<file path="src/rtl/wol_pkg.sv">
package wol_pkg;

    localparam int SYNC_RUN_DEF   = 6;
    localparam int ADDR_BYTES_DEF = 6;
    localparam int COPIES_DEF     = 16;
    localparam logic [7:0] SYNC_BYTE = 8'hFF;

    typedef enum logic [1:0] {
        PWR_FULL  = 2'b00,
        PWR_LOW1  = 2'b01,
        PWR_LOW2  = 2'b10,
        PWR_LOW3  = 2'b11
    } pwr_state_e;

    typedef enum logic [1:0] {
        PH_SYNC = 2'd0,
        PH_ADDR = 2'd1,
        PH_DONE = 2'd2
    } match_phase_e;

    typedef struct packed {
        logic       valid;
        logic       sof;
        logic       eof;
        logic       crc_ok;
        logic [7:0] data;
    } rx_beat_t;

    function automatic logic detect_armed(input pwr_state_e ps, input logic en);
        case (ps)
            PWR_FULL: return en;
            PWR_LOW1: return 1'b1;
            default:  return 1'b0;
        endcase
    endfunction

endpackage

</file>
<file path="src/rtl/wol_arm_gate.sv">
module wol_arm_gate
    import wol_pkg::*;
(
    input  logic [1:0] pwr_state,
    input  logic       magic_en,
    output logic       armed
);
    pwr_state_e ps;

    always_comb begin
        ps    = pwr_state_e'(pwr_state);
        armed = detect_armed(ps, magic_en);
    end
endmodule

</file>
<file path="src/rtl/wol_seq_matcher.sv">
module wol_seq_matcher
    import wol_pkg::*;
#(
    parameter int SYNC_RUN   = SYNC_RUN_DEF,
    parameter int ADDR_BYTES = ADDR_BYTES_DEF,
    parameter int COPIES     = COPIES_DEF
) (
    input  logic                    clk,
    input  logic                    rst,
    input  rx_beat_t                beat,
    input  logic [8*ADDR_BYTES-1:0] station_addr,
    output logic                    match_done
);
    localparam int SW = $clog2(SYNC_RUN + 1);
    localparam int IW = (ADDR_BYTES > 1) ? $clog2(ADDR_BYTES) : 1;
    localparam int CW = (COPIES > 1) ? $clog2(COPIES) : 1;
    localparam logic [SW-1:0] SYNC_LAST = SW'(SYNC_RUN - 1);
    localparam logic [IW-1:0] IDX_LAST  = IW'(ADDR_BYTES - 1);
    localparam logic [CW-1:0] COPY_LAST = CW'(COPIES - 1);

    typedef struct packed {
        match_phase_e  phase;
        logic [SW-1:0] ff_cnt;
        logic [IW-1:0] byte_idx;
        logic [CW-1:0] copy_idx;
    } match_state_t;

    localparam match_state_t IDLE_ST = '{phase: PH_SYNC, ff_cnt: '0, byte_idx: '0, copy_idx: '0};

    match_state_t cur, base, nxt;
    logic [7:0]   want;
    logic         is_sync;

    always_comb begin
        base    = beat.sof ? IDLE_ST : cur;
        want    = station_addr[(ADDR_BYTES - 1 - int'(base.byte_idx)) * 8 +: 8];
        is_sync = (beat.data == SYNC_BYTE);
        nxt     = cur;
        if (beat.valid) begin
            nxt = base;
            case (base.phase)
                PH_SYNC: begin
                    if (!is_sync) begin
                        nxt.ff_cnt = '0;
                    end else if (base.ff_cnt == SYNC_LAST) begin
                        nxt.phase    = PH_ADDR;
                        nxt.ff_cnt   = '0;
                        nxt.byte_idx = '0;
                        nxt.copy_idx = '0;
                    end else begin
                        nxt.ff_cnt = base.ff_cnt + 1'b1;
                    end
                end
                PH_ADDR: begin
                    if (beat.data == want) begin
                        if (base.byte_idx == IDX_LAST) begin
                            nxt.byte_idx = '0;
                            if (base.copy_idx == COPY_LAST) begin
                                nxt.phase = PH_DONE;
                            end else begin
                                nxt.copy_idx = base.copy_idx + 1'b1;
                            end
                        end else begin
                            nxt.byte_idx = base.byte_idx + 1'b1;
                        end
                    end else if (is_sync && base.byte_idx == '0 && base.copy_idx == '0) begin
                        // sync run longer than the minimum: remain waiting for copy zero
                        nxt = base;
                    end else if (is_sync) begin
                        nxt        = IDLE_ST;
                        nxt.ff_cnt = SW'(1);
                    end else begin
                        nxt = IDLE_ST;
                    end
                end
                PH_DONE: nxt = base;
                default: nxt = IDLE_ST;
            endcase
        end
    end

    always_ff @(posedge clk) begin
        if (rst) cur <= IDLE_ST;
        else     cur <= nxt;
    end

    assign match_done = (cur.phase == PH_DONE);
endmodule

</file>
<file path="src/rtl/wol_wake_latch.sv">
module wol_wake_latch
    import wol_pkg::*;
(
    input  logic     clk,
    input  logic     rst,
    input  rx_beat_t beat,
    input  logic     armed,
    input  logic     match_done,
    input  logic     wake_clr,
    output logic     wake_flag
);
    logic hit;

    always_comb begin
        hit = beat.valid && beat.eof && beat.crc_ok && armed && match_done && !beat.sof;
    end

    always_ff @(posedge clk) begin
        if (rst)           wake_flag <= 1'b0;
        else if (hit)      wake_flag <= 1'b1;
        else if (wake_clr) wake_flag <= 1'b0;
    end
endmodule

</file>
<file path="src/rtl/wol_magic_detect.sv">
module wol_magic_detect
    import wol_pkg::*;
#(
    parameter int SYNC_RUN   = SYNC_RUN_DEF,
    parameter int ADDR_BYTES = ADDR_BYTES_DEF,
    parameter int COPIES     = COPIES_DEF
) (
    input  logic                    clk,
    input  logic                    rst,
    input  logic                    rx_valid,
    input  logic [7:0]              rx_byte,
    input  logic                    rx_sof,
    input  logic                    rx_eof,
    input  logic                    rx_crc_ok,
    input  logic [8*ADDR_BYTES-1:0] station_addr,
    input  logic                    magic_en,
    input  logic [1:0]              pwr_state,
    input  logic                    wake_clr,
    output logic                    wake_flag
);
    rx_beat_t beat;
    logic     armed;
    logic     match_done;

    always_comb begin
        beat.valid  = rx_valid;
        beat.sof    = rx_sof;
        beat.eof    = rx_eof;
        beat.crc_ok = rx_crc_ok;
        beat.data   = rx_byte;
    end

    wol_arm_gate u_arm (
        .pwr_state (pwr_state),
        .magic_en  (magic_en),
        .armed     (armed)
    );

    wol_seq_matcher #(
        .SYNC_RUN   (SYNC_RUN),
        .ADDR_BYTES (ADDR_BYTES),
        .COPIES     (COPIES)
    ) u_match (
        .clk          (clk),
        .rst          (rst),
        .beat         (beat),
        .station_addr (station_addr),
        .match_done   (match_done)
    );

    wol_wake_latch u_latch (
        .clk        (clk),
        .rst        (rst),
        .beat       (beat),
        .armed      (armed),
        .match_done (match_done),
        .wake_clr   (wake_clr),
        .wake_flag  (wake_flag)
    );
endmodule

</file>
<file path="config.mk">
export PLATFORM = sky130hd
export DESIGN_NAME = wol_magic_detect
export DESIGN_NICKNAME = d
export VERILOG_FILES = /design/src/rtl/wol_pkg.sv /design/src/rtl/wol_arm_gate.sv /design/src/rtl/wol_seq_matcher.sv /design/src/rtl/wol_wake_latch.sv /design/src/rtl/wol_magic_detect.sv
export SDC_FILE = /design/constraint.sdc
export NUM_CORES = 1
export LEC_CHECK = 0
export ABC_AREA = 1
export BUFFER_PORTS_ARGS = -buffer_cell sky130_fd_sc_hd__buf_2
export CAP_MARGIN = 5
export CORE_MARGIN = 2
export CORE_UTILIZATION = 30
export CTS_CLUSTER_SIZE = 24
export DETAILED_ROUTE_END_ITERATION = 6
export PLACE_DENSITY = 0.51
export SLEW_MARGIN = 0
export SYNTH_ARGS = -nofsm -noshare
export SYNTH_HDL_FRONTEND = slang
export SYNTH_SLANG_ARGS = --single-unit
export TNS_END_PERCENT = 50
</file>
<file path="constraint.sdc">
create_clock -name clk -period 5.3 [get_ports clk]
set_clock_uncertainty 0.15 [all_clocks]
set_input_delay 0.265 -clock clk [delete_from_list [all_inputs] [get_ports clk]]
set_output_delay 0.265 -clock clk [all_outputs]
set_load 0.01 [all_outputs]
</file>
After elaboration in Yosys (flattened, before gate mapping)
Index checks and enable logic that the tools add are counted.
W data, S select, Z words.
- flip-flop bits (word level): 13
- multiplexer cells: 21
- $add $sub $neg: 4
- equality and inequality tests: 9
- reductions and logical operators: 13
- shifts and indexed selects: 1
- operator list (kind ; number):
    $shiftx A48 B32 Y8 ; 1
    $pmux W12 S3 ; 1
    $mux W12 ; 2
    $mux W7 ; 3
    $mux W3 ; 4
    $mux W2 ; 5
    $eq A8 B8 Y1 ; 1
    $eq A8 B8 Y1 const B ; 1
    $mux W4 ; 2
    $mux W8 ; 1
    $logic_and A1 B1 Y1 ; 7
    $add A3 B1 Y3 const B ; 2
    $eq A3 B3 Y1 const B ; 2
    $add A4 B1 Y4 const B ; 1
    $eq A2 B1 Y1 const B ; 2
    $eq A2 B2 Y1 const B ; 2
    $eq A4 B4 Y1 const B ; 1
    $logic_not A2 Y1 ; 2
    $logic_not A4 Y1 ; 1
    $sub A3 B3 Y4 const A ; 1
    $logic_not A3 Y1 ; 1
    $mux W1 ; 2
    $pmux W1 S2 ; 1
    $reduce_bool A2 Y1 ; 1
    $logic_not A1 Y1 ; 1

Depth between registers and ports, before layout
- depth after elaboration: 7
- gate-level depth with buffers: 26

Cells and area by module
From an unflattened synthesis, not the netlist that was laid out.
- cell total of the unflattened synthesis: 367
- area total of the unflattened synthesis: 1939.4 um^2
- modules (own cells, without submodules) (module ; instances ; cells an instance ; sequential area each (um^2) ; area an instance (um^2)):
    wol_seq_matcher ; 1 ; 354 ; 240.2 ; 1860.5
    wol_wake_latch ; 1 ; 11 ; 20.0 ; 71.3
    wol_arm_gate ; 1 ; 2 ; 0.0 ; 7.5

Worst setup path after synthesis
Ideal clock, no wire load.
- path kind: input to register
- start point: in rx_sof
- end point: reg u_match.cur[8] (netlist name)
- slack: 2.769 ns
- path buffers: 4
- arrival: 2.313 ns
- cell stages on the path: 26
- cells stage by stage: buf_6 inv_4 nand2_4 inv_2 buf_6 ha_1 inv_2 buf_4 buf_4 nand2_1 nand2_1 nand2_1 nand2_1 nand2_1 nand2_1 nand2_1 nand2_1 nand2_1 nand2_2 nor2_4 nand2_4 nand2_2 nand3_1 nand2_1 nand2_1 a21oi_2
- longest elaborated chain between the ends: 7
- ends and longest elaborated chain (what ; line ; RTL):
    from (decl) ; wol_magic_detect.sv:12 ; input logic rx_sof,
    $mux W12 (*) ; wol_seq_matcher.sv:35 ; base = beat.sof ? IDLE_ST : cur;
    branches (longest 5 deep; another with $sub A3 B3 Y4) ; n/a ;
    $pmux W12 S3 (*) ; wol_seq_matcher.sv:41 ; case (base.phase)
    to (signal assigned) ; wol_seq_matcher.sv:84 ; else cur <= nxt;
    to (decl) ; wol_seq_matcher.sv:30 ; match_state_t cur, base, nxt;
Every way passes the cells marked *.
A chain may end at the register's enable or synchronous reset.

Worst setup path after layout
- start point: reg u_match.cur[5] (netlist name)
- end point: reg u_match.cur[10] (netlist name)
- longest elaborated chain between the ends: 7
- ends and longest elaborated chain (what ; line ; RTL):
    $mux W12 (*) ; wol_seq_matcher.sv:35 ;
    branches (longest 4 deep; another with $sub A3 B3 Y4) ; n/a ;
    $mux W2 (*) ; wol_seq_matcher.sv:55 ; if (beat.data == want) begin
    $pmux W12 S3 (*) ; wol_seq_matcher.sv:41 ;
Marked as above.

==> results.sh <==
export IMPL_first_iter_violations=111
export IMPL_clk_pin_slew_worst_paths_ps=50
export IMPL_die_area_um2=7850
export IMPL_synth_compound_area_share_pct=11.5
export IMPL_grt_setup_unrepaired="no"
export IMPL_wl_met3_um=367
export IMPL_nNetsFinal=535
export IMPL_worst_hold_slack_ps=115
export IMPL_synth_simple_gate_area_share_pct=58.6
export IMPL_crit_arrival_ps=3200
export IMPL_status="finished, final reports clean"
export IMPL_cp_data_required_time_ps=5330
export IMPL_dp_hpwl_mm=4.94
export IMPL_critPathMaxFanout=48
export IMPL_ir_worst_vdd_v=0.000122
export IMPL_r2r_end="u_match.cur[10]$_SDFFE_PP0P_"
export IMPL_ff_latch_area_um2=260
export IMPL_io_buffers=66
export IMPL_track_usage_pct=16.8
export IMPL_wl_per_cell_um=11.3
export IMPL_fmax_ghz=0.316
export IMPL_clock_sinks=13
export IMPL_tightest_slew_ps=821
export IMPL_synth_nets=482
export IMPL_yosysSeqAreaShare_pct=12.1
export IMPL_synthAdderAreaFrac_pct=3.50
export IMPL_cts_buffer_depth=2
export IMPL_synth_area_um2=2150
export IMPL_power_density_nw_per_um2=105
export IMPL_drtAntennaViolNets=0
export IMPL_cts_resized=0
export IMPL_ioPinCount=67
export IMPL_slew_headroom_pct=45.1
export IMPL_critPathLaunchType="register"
export IMPL_worst_setup_path_end_kind="register"
export IMPL_num_vias=2585
export IMPL_fin_cells=558
export IMPL_ctsHoldBuffers=0
export IMPL_worstReg2RegStart="u_match.cur[5]$_SDFFE_PP0P_"
export IMPL_top_layer="met4"
export IMPL_hold_path_depth=4
export IMPL_drv_slew=0
export IMPL_wl_met2_mm=2.89
export IMPL_r2r_slack_ps=2130
export IMPL_rows=30
export IMPL_diodes=0
export IMPL_final_setup_tns_ps=0
export IMPL_ys_ff_latch=13
export IMPL_grt_overflow=0
export IMPL_avgSynthCellArea_um2=5.24
export IMPL_synth_top_family_by_area="simple AND/OR/NAND/NOR gates"
export IMPL_cts_tree="done"
export IMPL_final_setup_viol_count=0
export IMPL_r2r_cells=22
export IMPL_synth_xor_area_share_pct=1.22
export IMPL_critPathKind="reg -> reg"
export IMPL_yosysTopAreaCellShare_pct=39.3
export IMPL_cts_setup_buffers=0
export IMPL_period_minus_slack_ps=3170
export IMPL_viasPerCell=4.63
export IMPL_final_cell_mix="nand2_1, buf_2, nand3_1, inv_1, nor2_1"
export IMPL_drc=0
export IMPL_routed_wl_mm=6.30
export IMPL_grt_max_degree=49
export IMPL_antenna_found_initial=0
export IMPL_multiInputGateArea_um2=1610
export IMPL_finalHoldViolCount=0
export IMPL_wirelength_met1_mm=2.90
export IMPL_final_common_cell="nand2_1"
export IMPL_die_x_um=88.6
export IMPL_synth_top_area_cell="nand2_1"
export IMPL_dp_cells=554
export IMPL_fillers=789
export IMPL_grt_pass1_wl_mm=10.7
export IMPL_leakage_nw=1.47
export IMPL_die_h_um=88.6
export IMPL_worstHoldPathType="in -> reg"
export IMPL_drv_cap=0
export IMPL_fin_crit_sh_pct=59.7
export IMPL_yosysWarnings=0
export IMPL_cts_root_buf="clkbuf_8"
export IMPL_yosys_mux_area_fraction_pct=0
export IMPL_synthCells=410
export IMPL_first_global_vias=2508
export IMPL_core_area_um2=6870
export IMPL_cts_max_level=1
export IMPL_cts_buffers=3
export IMPL_start_util_pct=31.3
export IMPL_globalplace_congestion=0.935
export IMPL_synthTopCellsByArea="nand2_1, dfxtp_1, nand3_1"
export IMPL_hp_start="wake_clr"
export IMPL_synthToLayoutAreaGrowth_pct=16.3
export IMPL_drive_above_1_share_pct=20.1
export IMPL_clk_latency_ps=240
export IMPL_min_to="u_latch.wake_flag$_SDFFE_PP0P_"
export IMPL_synth_cell_types=34
export IMPL_first_pass_iters=5
## cell families after synthesis
group                    after synthesis
AO/OA/AOI/OAI                         38
XOR/XNOR                               3
adder cells (fa/ha/maj)                6
buffers and inverters                 53
flip-flops                            13
AND/OR/NAND/NOR                      297
## area by class of cell
cell class,count,area share [%]
flip-flops and latches,13,10.4
inverters,35,5.36
repair buffers,66,13.2
multi-input cells,344,64.4
well taps,96,4.81
clock buffers,4,1.80
## per-stage QoR
stage | total power (W) | worst slack (ps) | cell area, µm² | util [%]
final | 0.000263 | 2130 | 2500 | 36.3
after CTS | 0.000266 | 2090 | 2500 | 36.3
after global routing | 0.000281 | 1700 | 2500 | 36.3
after global placement | 0.000176 | 1920 | 2450 | 35.7
after detailed placement | 0.000176 | 1870 | 2450 | 35.7
after floorplan | 0.000144 | 2770 | 2150 | -
## layer usage
metal  vias to the layer above  GRT usage, %
li1                       1394             -
met1                      1099          20.8
met2                        73          30.1
met3                        19          1.68
met4                         0          5.79
met5                         -             0
## synthesized netlist by cell type, drive strengths merged
library cell / number
a21oi: 13
nor4: 1
buf: 16
clkbuf: 2
o21ai: 10
o21bai: 2
a211oi: 2
o311ai: 5
nand3b: 1
xor2: 1
ha: 6
a31oi: 1
nand4: 2
nor2: 17
nor3: 2
a32oi: 2
xnor2: 2
dfxtp: 13
inv: 35
nand2: 236
nand3: 37
nor3b: 1
o211ai: 3
## how the worst max path moves through the flow
| stage | from | to | slack, ps | cells past startpoint |
|---|---|---|---|---|
| after detailed placement | rx_sof | u_match.cur[5]$_SDFFE_PP0P_ | 1870 | 24 |
| after global placement | rx_sof | u_match.cur[10]$_SDFFE_PP0P_ | 1920 | 24 |
| after floorplan | rx_sof | u_match.cur[8]$_SDFFE_PP0P_ | 2770 | 26 |
| final | u_match.cur[5]$_SDFFE_PP0P_ | u_match.cur[10]$_SDFFE_PP0P_ | 2130 | 22 |
| after CTS | u_match.cur[5]$_SDFFE_PP0P_ | u_match.cur[10]$_SDFFE_PP0P_ | 2090 | 22 |
| after global routing | u_match.cur[5]$_SDFFE_PP0P_ | u_match.cur[1]$_SDFFE_PP0P_ | 1700 | 22 |
## power by group
part | internal, W | switching [W] | total (W)
sequential | 0.0000982 | 0.000000321 | 0.0000985
combinational | 0.0000344 | 0.0000407 | 0.0000751
clock | 0.0000532 | 0.0000365 | 0.0000897
## critical path: stages (launching register included)
cell and delay [ps]:
dfxtp_1 340, nand2_4 220, inv_2 150, ha_1 210, inv_2 470, nand2_1 110, nand2_1 90, nand2_1 60
nand2_1 50, nand2_1 70, nand2_1 90, nand2_1 60, nand2_1 50, nand2_1 40, inv_1 40, nand2_1 70
nor2_4 190, nand2_4 130, nand2_2 110, nand3_1 80, nand2_1 100, nand2_1 60, a21oi_2 110
## state kept, by name, indices dropped and copies added (netlist names)
name / flops
u_match.cur: 12
u_latch.wake_flag: 1
Power figures use the tool's default switching activity.
